`src/rtl/lb_pkg.sv`:
```
package lb_pkg;
  localparam int WORD_W = 60;
  localparam int ADDR_W = 18;
  localparam int DEPTH  = 8;

  typedef enum logic [1:0] {
    K_SEQ    = 2'b00,
    K_COND   = 2'b01,
    K_UNCOND = 2'b10
  } fetch_kind_e;
endpackage

```
`src/rtl/lb_entries.sv`:
```
module lb_entries #(
  parameter int DEPTH  = 8,
  parameter int ADDR_W = 18,
  parameter int WORD_W = 60
) (
  input  logic              clk,
  input  logic              rst_n,
  input  logic              flush,
  input  logic              wr_en,
  input  logic [ADDR_W-1:0] wr_addr,
  input  logic [WORD_W-1:0] wr_data,
  input  logic [ADDR_W-1:0] look_addr,
  output logic [DEPTH-1:0]  match_vec,
  output logic [WORD_W-1:0] rd_word
);
  localparam int PW = (DEPTH > 1) ? $clog2(DEPTH) : 1;

  logic [DEPTH-1:0]  vld_q, vld_d;
  logic [PW-1:0]     ptr_q, ptr_d;
  logic [ADDR_W-1:0] tag_q  [DEPTH];
  logic [WORD_W-1:0] data_q [DEPTH];

  // next state: flush clears all, a fill takes the oldest slot
  always_comb begin
    vld_d = vld_q;
    ptr_d = ptr_q;
    if (flush) begin
      vld_d = '0;
      ptr_d = '0;
    end else if (wr_en) begin
      vld_d[ptr_q] = 1'b1;
      ptr_d = (ptr_q == PW'(DEPTH-1)) ? '0 : ptr_q + PW'(1);
    end
  end

  always_ff @(posedge clk or negedge rst_n) begin
    if (!rst_n) begin
      vld_q <= '0;
      ptr_q <= '0;
    end else begin
      vld_q <= vld_d;
      ptr_q <= ptr_d;
    end
  end

  // payload storage, written only on fill
  always_ff @(posedge clk) begin
    if (wr_en) begin
      tag_q[ptr_q]  <= wr_addr;
      data_q[ptr_q] <= wr_data;
    end
  end

  genvar gi;
  generate
    for (gi = 0; gi < DEPTH; gi++) begin : g_cmp
      assign match_vec[gi] = vld_q[gi] && (tag_q[gi] == look_addr);
    end
  endgenerate

  always_comb begin
    rd_word = '0;
    for (int i = 0; i < DEPTH; i++) begin
      if (match_vec[i]) rd_word = rd_word | data_q[i];
    end
  end
endmodule

```
`src/rtl/lb_ctrl.sv`:
```
module lb_ctrl #(
  parameter int ADDR_W = 18
) (
  input  logic              clk,
  input  logic              rst_n,
  input  logic              req_valid,
  input  logic [1:0]        req_kind,
  input  logic [ADDR_W-1:0] req_addr,
  input  logic              any_match,
  input  logic              mem_rvalid,
  output logic              flush,
  output logic              wr_en,
  output logic [ADDR_W-1:0] wr_addr,
  output logic              mem_req,
  output logic              instr_valid,
  output logic              hit
);
  import lb_pkg::*;

  typedef enum logic {S_IDLE, S_WAIT} st_e;

  st_e               st_q, st_d;
  logic [ADDR_W-1:0] addr_q, addr_d;
  logic              look, uncond;

  always_comb begin
    look        = (st_q == S_IDLE) && req_valid;
    uncond      = (req_kind == K_UNCOND);
    hit         = look && !uncond && any_match;
    mem_req     = look && !hit;
    flush       = look && uncond;
    wr_en       = (st_q == S_WAIT) && mem_rvalid;
    wr_addr     = addr_q;
    instr_valid = hit || wr_en;
    st_d        = st_q;
    addr_d      = addr_q;
    if (mem_req) begin
      st_d   = S_WAIT;
      addr_d = req_addr;
    end else if (wr_en) begin
      st_d = S_IDLE;
    end
  end

  always_ff @(posedge clk or negedge rst_n) begin
    if (!rst_n) begin
      st_q   <= S_IDLE;
      addr_q <= '0;
    end else begin
      st_q <= st_d;
      if (mem_req) addr_q <= addr_d;
    end
  end
endmodule

```
`src/rtl/loop_buf.sv`:
```
module loop_buf #(
  parameter int DEPTH  = lb_pkg::DEPTH,
  parameter int ADDR_W = lb_pkg::ADDR_W,
  parameter int WORD_W = lb_pkg::WORD_W
) (
  input  logic              clk,
  input  logic              rst_n,
  input  logic              req_valid,
  input  logic [1:0]        req_kind,
  input  logic [ADDR_W-1:0] req_addr,
  input  logic [WORD_W-1:0] mem_rdata,
  input  logic              mem_rvalid,
  output logic              mem_req,
  output logic [ADDR_W-1:0] mem_addr,
  output logic              instr_valid,
  output logic [WORD_W-1:0] instr_word,
  output logic              hit
);
  logic              flush, wr_en;
  logic [ADDR_W-1:0] wr_addr;
  logic [DEPTH-1:0]  match_vec;
  logic [WORD_W-1:0] rd_word;

  lb_ctrl #(.ADDR_W(ADDR_W)) u_ctrl (
    .clk(clk), .rst_n(rst_n),
    .req_valid(req_valid), .req_kind(req_kind), .req_addr(req_addr),
    .any_match(|match_vec), .mem_rvalid(mem_rvalid),
    .flush(flush), .wr_en(wr_en), .wr_addr(wr_addr),
    .mem_req(mem_req), .instr_valid(instr_valid), .hit(hit)
  );

  lb_entries #(.DEPTH(DEPTH), .ADDR_W(ADDR_W), .WORD_W(WORD_W)) u_ent (
    .clk(clk), .rst_n(rst_n),
    .flush(flush), .wr_en(wr_en), .wr_addr(wr_addr), .wr_data(mem_rdata),
    .look_addr(req_addr), .match_vec(match_vec), .rd_word(rd_word)
  );

  assign mem_addr   = req_addr;
  assign instr_word = wr_en ? mem_rdata : rd_word;
endmodule

```
`config.mk`:
```
export PLATFORM = sky130hd
export DESIGN_NAME = loop_buf
export DESIGN_NICKNAME = d
export VERILOG_FILES = /design/src/rtl/lb_pkg.sv /design/src/rtl/lb_entries.sv /design/src/rtl/lb_ctrl.sv /design/src/rtl/loop_buf.sv
export SDC_FILE = /design/constraint.sdc
export NUM_CORES = 1
export LEC_CHECK = 0
export BUFFER_PORTS_ARGS = -buffer_cell sky130_fd_sc_hd__buf_2
export CAP_MARGIN = 10
export CORE_ASPECT_RATIO = 0.5
export CORE_UTILIZATION = 45
export DETAILED_ROUTE_END_ITERATION = 16
export SLEW_MARGIN = 20
export SYNTH_ARGS = -nofsm -noshare
export SYNTH_HDL_FRONTEND = slang
export SYNTH_SLANG_ARGS = --single-unit
```
`constraint.sdc`:
```
create_clock -name clk -period 10.42 [get_ports clk]
set_input_delay 2.084 -clock clk [delete_from_list [all_inputs] [get_ports clk]]
set_output_delay 2.084 -clock clk [all_outputs]
set_load 0.05 [all_outputs]
```
==> out/metrics.yaml <==
run_status:
  outcome: "finished, final reports clean"
yosys:
  syn-num-nets: 1497
  synth-seq-cells: 654
  synth.distinct_cells: 32
  synth_area_mm2: 0.02501
  yosysTopAreaCellShare_pct: 74.93
  synthFlopType: "edfxtp_1"
  ys_top_cells_by_area: "edfxtp_1, a221oi_1, a22o_1"
  syn_area_per_cell_um2: 17.72
  synth_cells: 1411
  async_flop_share_pct: 4.587
  ys_warn_count: 0
  synth_most_common_cell: "edfxtp_1"
  synth_commonest_cells: "edfxtp_1, a221oi_1, a22o_1, xnor2_1, nor2_1"
  yosys.area.top_type: "edfxtp_1"
  seq_area_frac_synth_pct: 77.93
  synth_edf_count: 624
grt:
  overflow: 0
  grt_use_total_pct: 21.20
  antenna_found_initial: 4
  grt_max_degree: 81
  grt_pass1_wl_um: 88930
  grt_pass1_vias: 13600
floorplan:
  core-area_mm2: 0.05428
  die_x_um: 335.4
  start_util_pct: 46.07
  die_h_um: 168.7
  num_rows: 60
  io_pins: 165
  die_area_mm2: 0.05658
placement:
  numPortBuffers: 164
  dp_slack_ps: 2842
  dp_hpwl_um: 32410
  place_inst: 2238
  place.gp.congestion: 0.8056
sta:
  layout_setup_ws_ps: 2810
  setup_viol: 0
  relSlewSlack_pct: 27.58
  fmax_ghz: 0.1314
  hold_viol: 0
  tightest_slew_ps: 1086
  rsz0062_at_grt: "no"
  slew_viol_final: 0
  fin_worst_skew_ps: 22.06
  post-route-period-util_pct: 73.03
  final.setup.tns_ps: 0
  fin_crit_ps: 7610
clocking:
  cts_hold_buffers: 0
  clk_path_buf_depth: 3
  postCtsSetupBuffers: 0
  clock-sinks: 654
  clkLatencyLatePin_ps: 610
  clk_pin_slew_ps: 60
  htreeDepth: 2
  cts_inserted_buffers: 56
  clockRootBuffer: "clkbuf_16"
  cts_tree: "built"
  cts_resized: 0
worst_setup_path:
  critPathMaxFanout: 31
  reg2reg_to: "u_ent.data_q[2][12]$_DFFE_PP_"
  path_class: "primary input to primary output"
  rrSetupSlack_ps: 6770
  crit_path_start: "req_addr[13]"
  crit_arrival_ps: 5530
  r2r_cells: 4
  cp-start-kind: "primary input"
  crit_path_end: "instr_word[27]"
  cp.required_ps: 8340
  reg2reg_from: "u_ctrl.st_q$_DFFE_PN0P_"
  end_kind: "primary output"
finish:
  fin_cells: 2347
  final_util_pct: 52.04
  layout.nets: 1639
  syn2layout_area_growth_pct: 12.95
  drive_gt1_share_pct: 19.49
pwr:
  finalPower_w: 0.005683
  ir_drop_uv: 124.6
  power_density_mw_per_mm2: 201.2
  p_leak_nw: 9.136
drt:
  vias: 13560
  drt_iter0_drc: 1333
  postRouteAntennaNets: 0
  via_per_inst: 5.777
  drc: 0
  wl_per_cell_um: 25.59
  drt-total-wl_um: 60060
  first_pass_iters: 5
flow_run:
  maxCapViolCount: 0
worst_hold_path:
  hold_class: "flop to flop"
## layout by cell type, fill, tap and decap left out, types with 10 or more instances in the layout
cell type | netlist | layout
nand4_1 | 32 | 32
edfxtp_1 | 624 | 624
a31oi_1 | 60 | 60
a221oi_1 | 120 | 120
clkinv_2 | 0 | 18
dfrtp_1 | 30 | 30
buf_4 | 21 | 26
buf_2 | 9 | 164
clkbuf_16 | 0 | 57
xor2_1 | 24 | 24
xnor2_1 | 120 | 120
clkbuf_1 | 62 | 10
a22o_1 | 120 | 120
clkinv_1 | 0 | 13
nor2_1 | 97 | 94
## critical path: stages
cell      delay [ps]
buf_2            210
xnor2_1          360
nand4_1          270
nor2_1           130
and3_2           810
buf_4            580
a22o_1           210
a221oi_1          50
a31oi_1          420
buf_2            340
## power by group
part | switching, W | internal [W] | total [W]
Combinational | 0.000334 | 0.000117 | 0.000451
Clock | 0.000923 | 0.00111 | 0.00204
Sequential | 0.0000986 | 0.00310 | 0.00320
Total | 0.00136 | 0.00433 | 0.00568
## area by class of cell
cell class	instances	area, µm²
multi-input cells	648	4957
diodes	2	5.005
fillers	4379	26030
flip-flops and latches	654	19490
well taps	744	930.9
clock buffers	68	1478
clock inverters	38	312.8
repair buffers	192	1071
inverters	1	3.754
## per-stage QoR
stage                     hold WS, ps  cell area, µm²
after floorplan                 465.9           25010
after global placement          483.7           26400
after detailed placement        493.6           26420
after CTS                       506.0           28210
after global routing            532.9           28250
final                           506.1           28250
## metal layers
metal  vias up  routed length (µm)  global-route usage [%]
met5         -                  12                       0
met4         2                 902                   4.288
met3        78                3131                   2.921
met2       432               30220                   36.40
met1      7048               25790                   29.07
li1       5998                   -                       -
## sequential cells by signal (all words and copies together), names as in the netlist
| register | count |
|---|---|
| u_ctrl.st_q | 1 |
| u_ctrl.wr_addr | 18 |
| u_ent.data_q | 480 |
| u_ent.ptr_q | 3 |
| u_ent.tag_q | 144 |
| u_ent.vld_q | 8 |
## logic make-up (layout without fill, tap and decap cells)
kind of cell | Yosys count | in the layout | synth area share (%)
XOR/XNOR | 144 | 144 | 5.043
buffers and inverters | 109 | 299 | 2.512
other | 0 | 2 | 0
AND/OR/NAND/NOR | 173 | 173 | 3.232
adder cells (fa/ha/maj) | 2 | 2 | 0.1000
multiplexers | 18 | 18 | 0.9456
AO/OA/AOI/OAI | 311 | 311 | 10.24
flip-flops | 654 | 654 | 77.93
## how the worst min path moves through the flow
stage | endpoint | start | depth (start not counted)
6_report | u_ent.vld_q[7]$_DFFE_PN0P_ | u_ent.vld_q[7]$_DFFE_PN0P_ | 2
5_1_grt | u_ent.vld_q[7]$_DFFE_PN0P_ | u_ent.vld_q[7]$_DFFE_PN0P_ | 2
4_1_cts | u_ent.vld_q[7]$_DFFE_PN0P_ | u_ent.vld_q[7]$_DFFE_PN0P_ | 2
3_5_place_dp | u_ent.vld_q[7]$_DFFE_PN0P_ | u_ent.vld_q[7]$_DFFE_PN0P_ | 2
3_3_place_gp | u_ent.vld_q[2]$_DFFE_PN0P_ | u_ent.vld_q[2]$_DFFE_PN0P_ | 2
2_1_floorplan | u_ent.vld_q[0]$_DFFE_PN0P_ | u_ent.vld_q[0]$_DFFE_PN0P_ | 2
No activity file was read; power rests on OpenSTA's default activity.
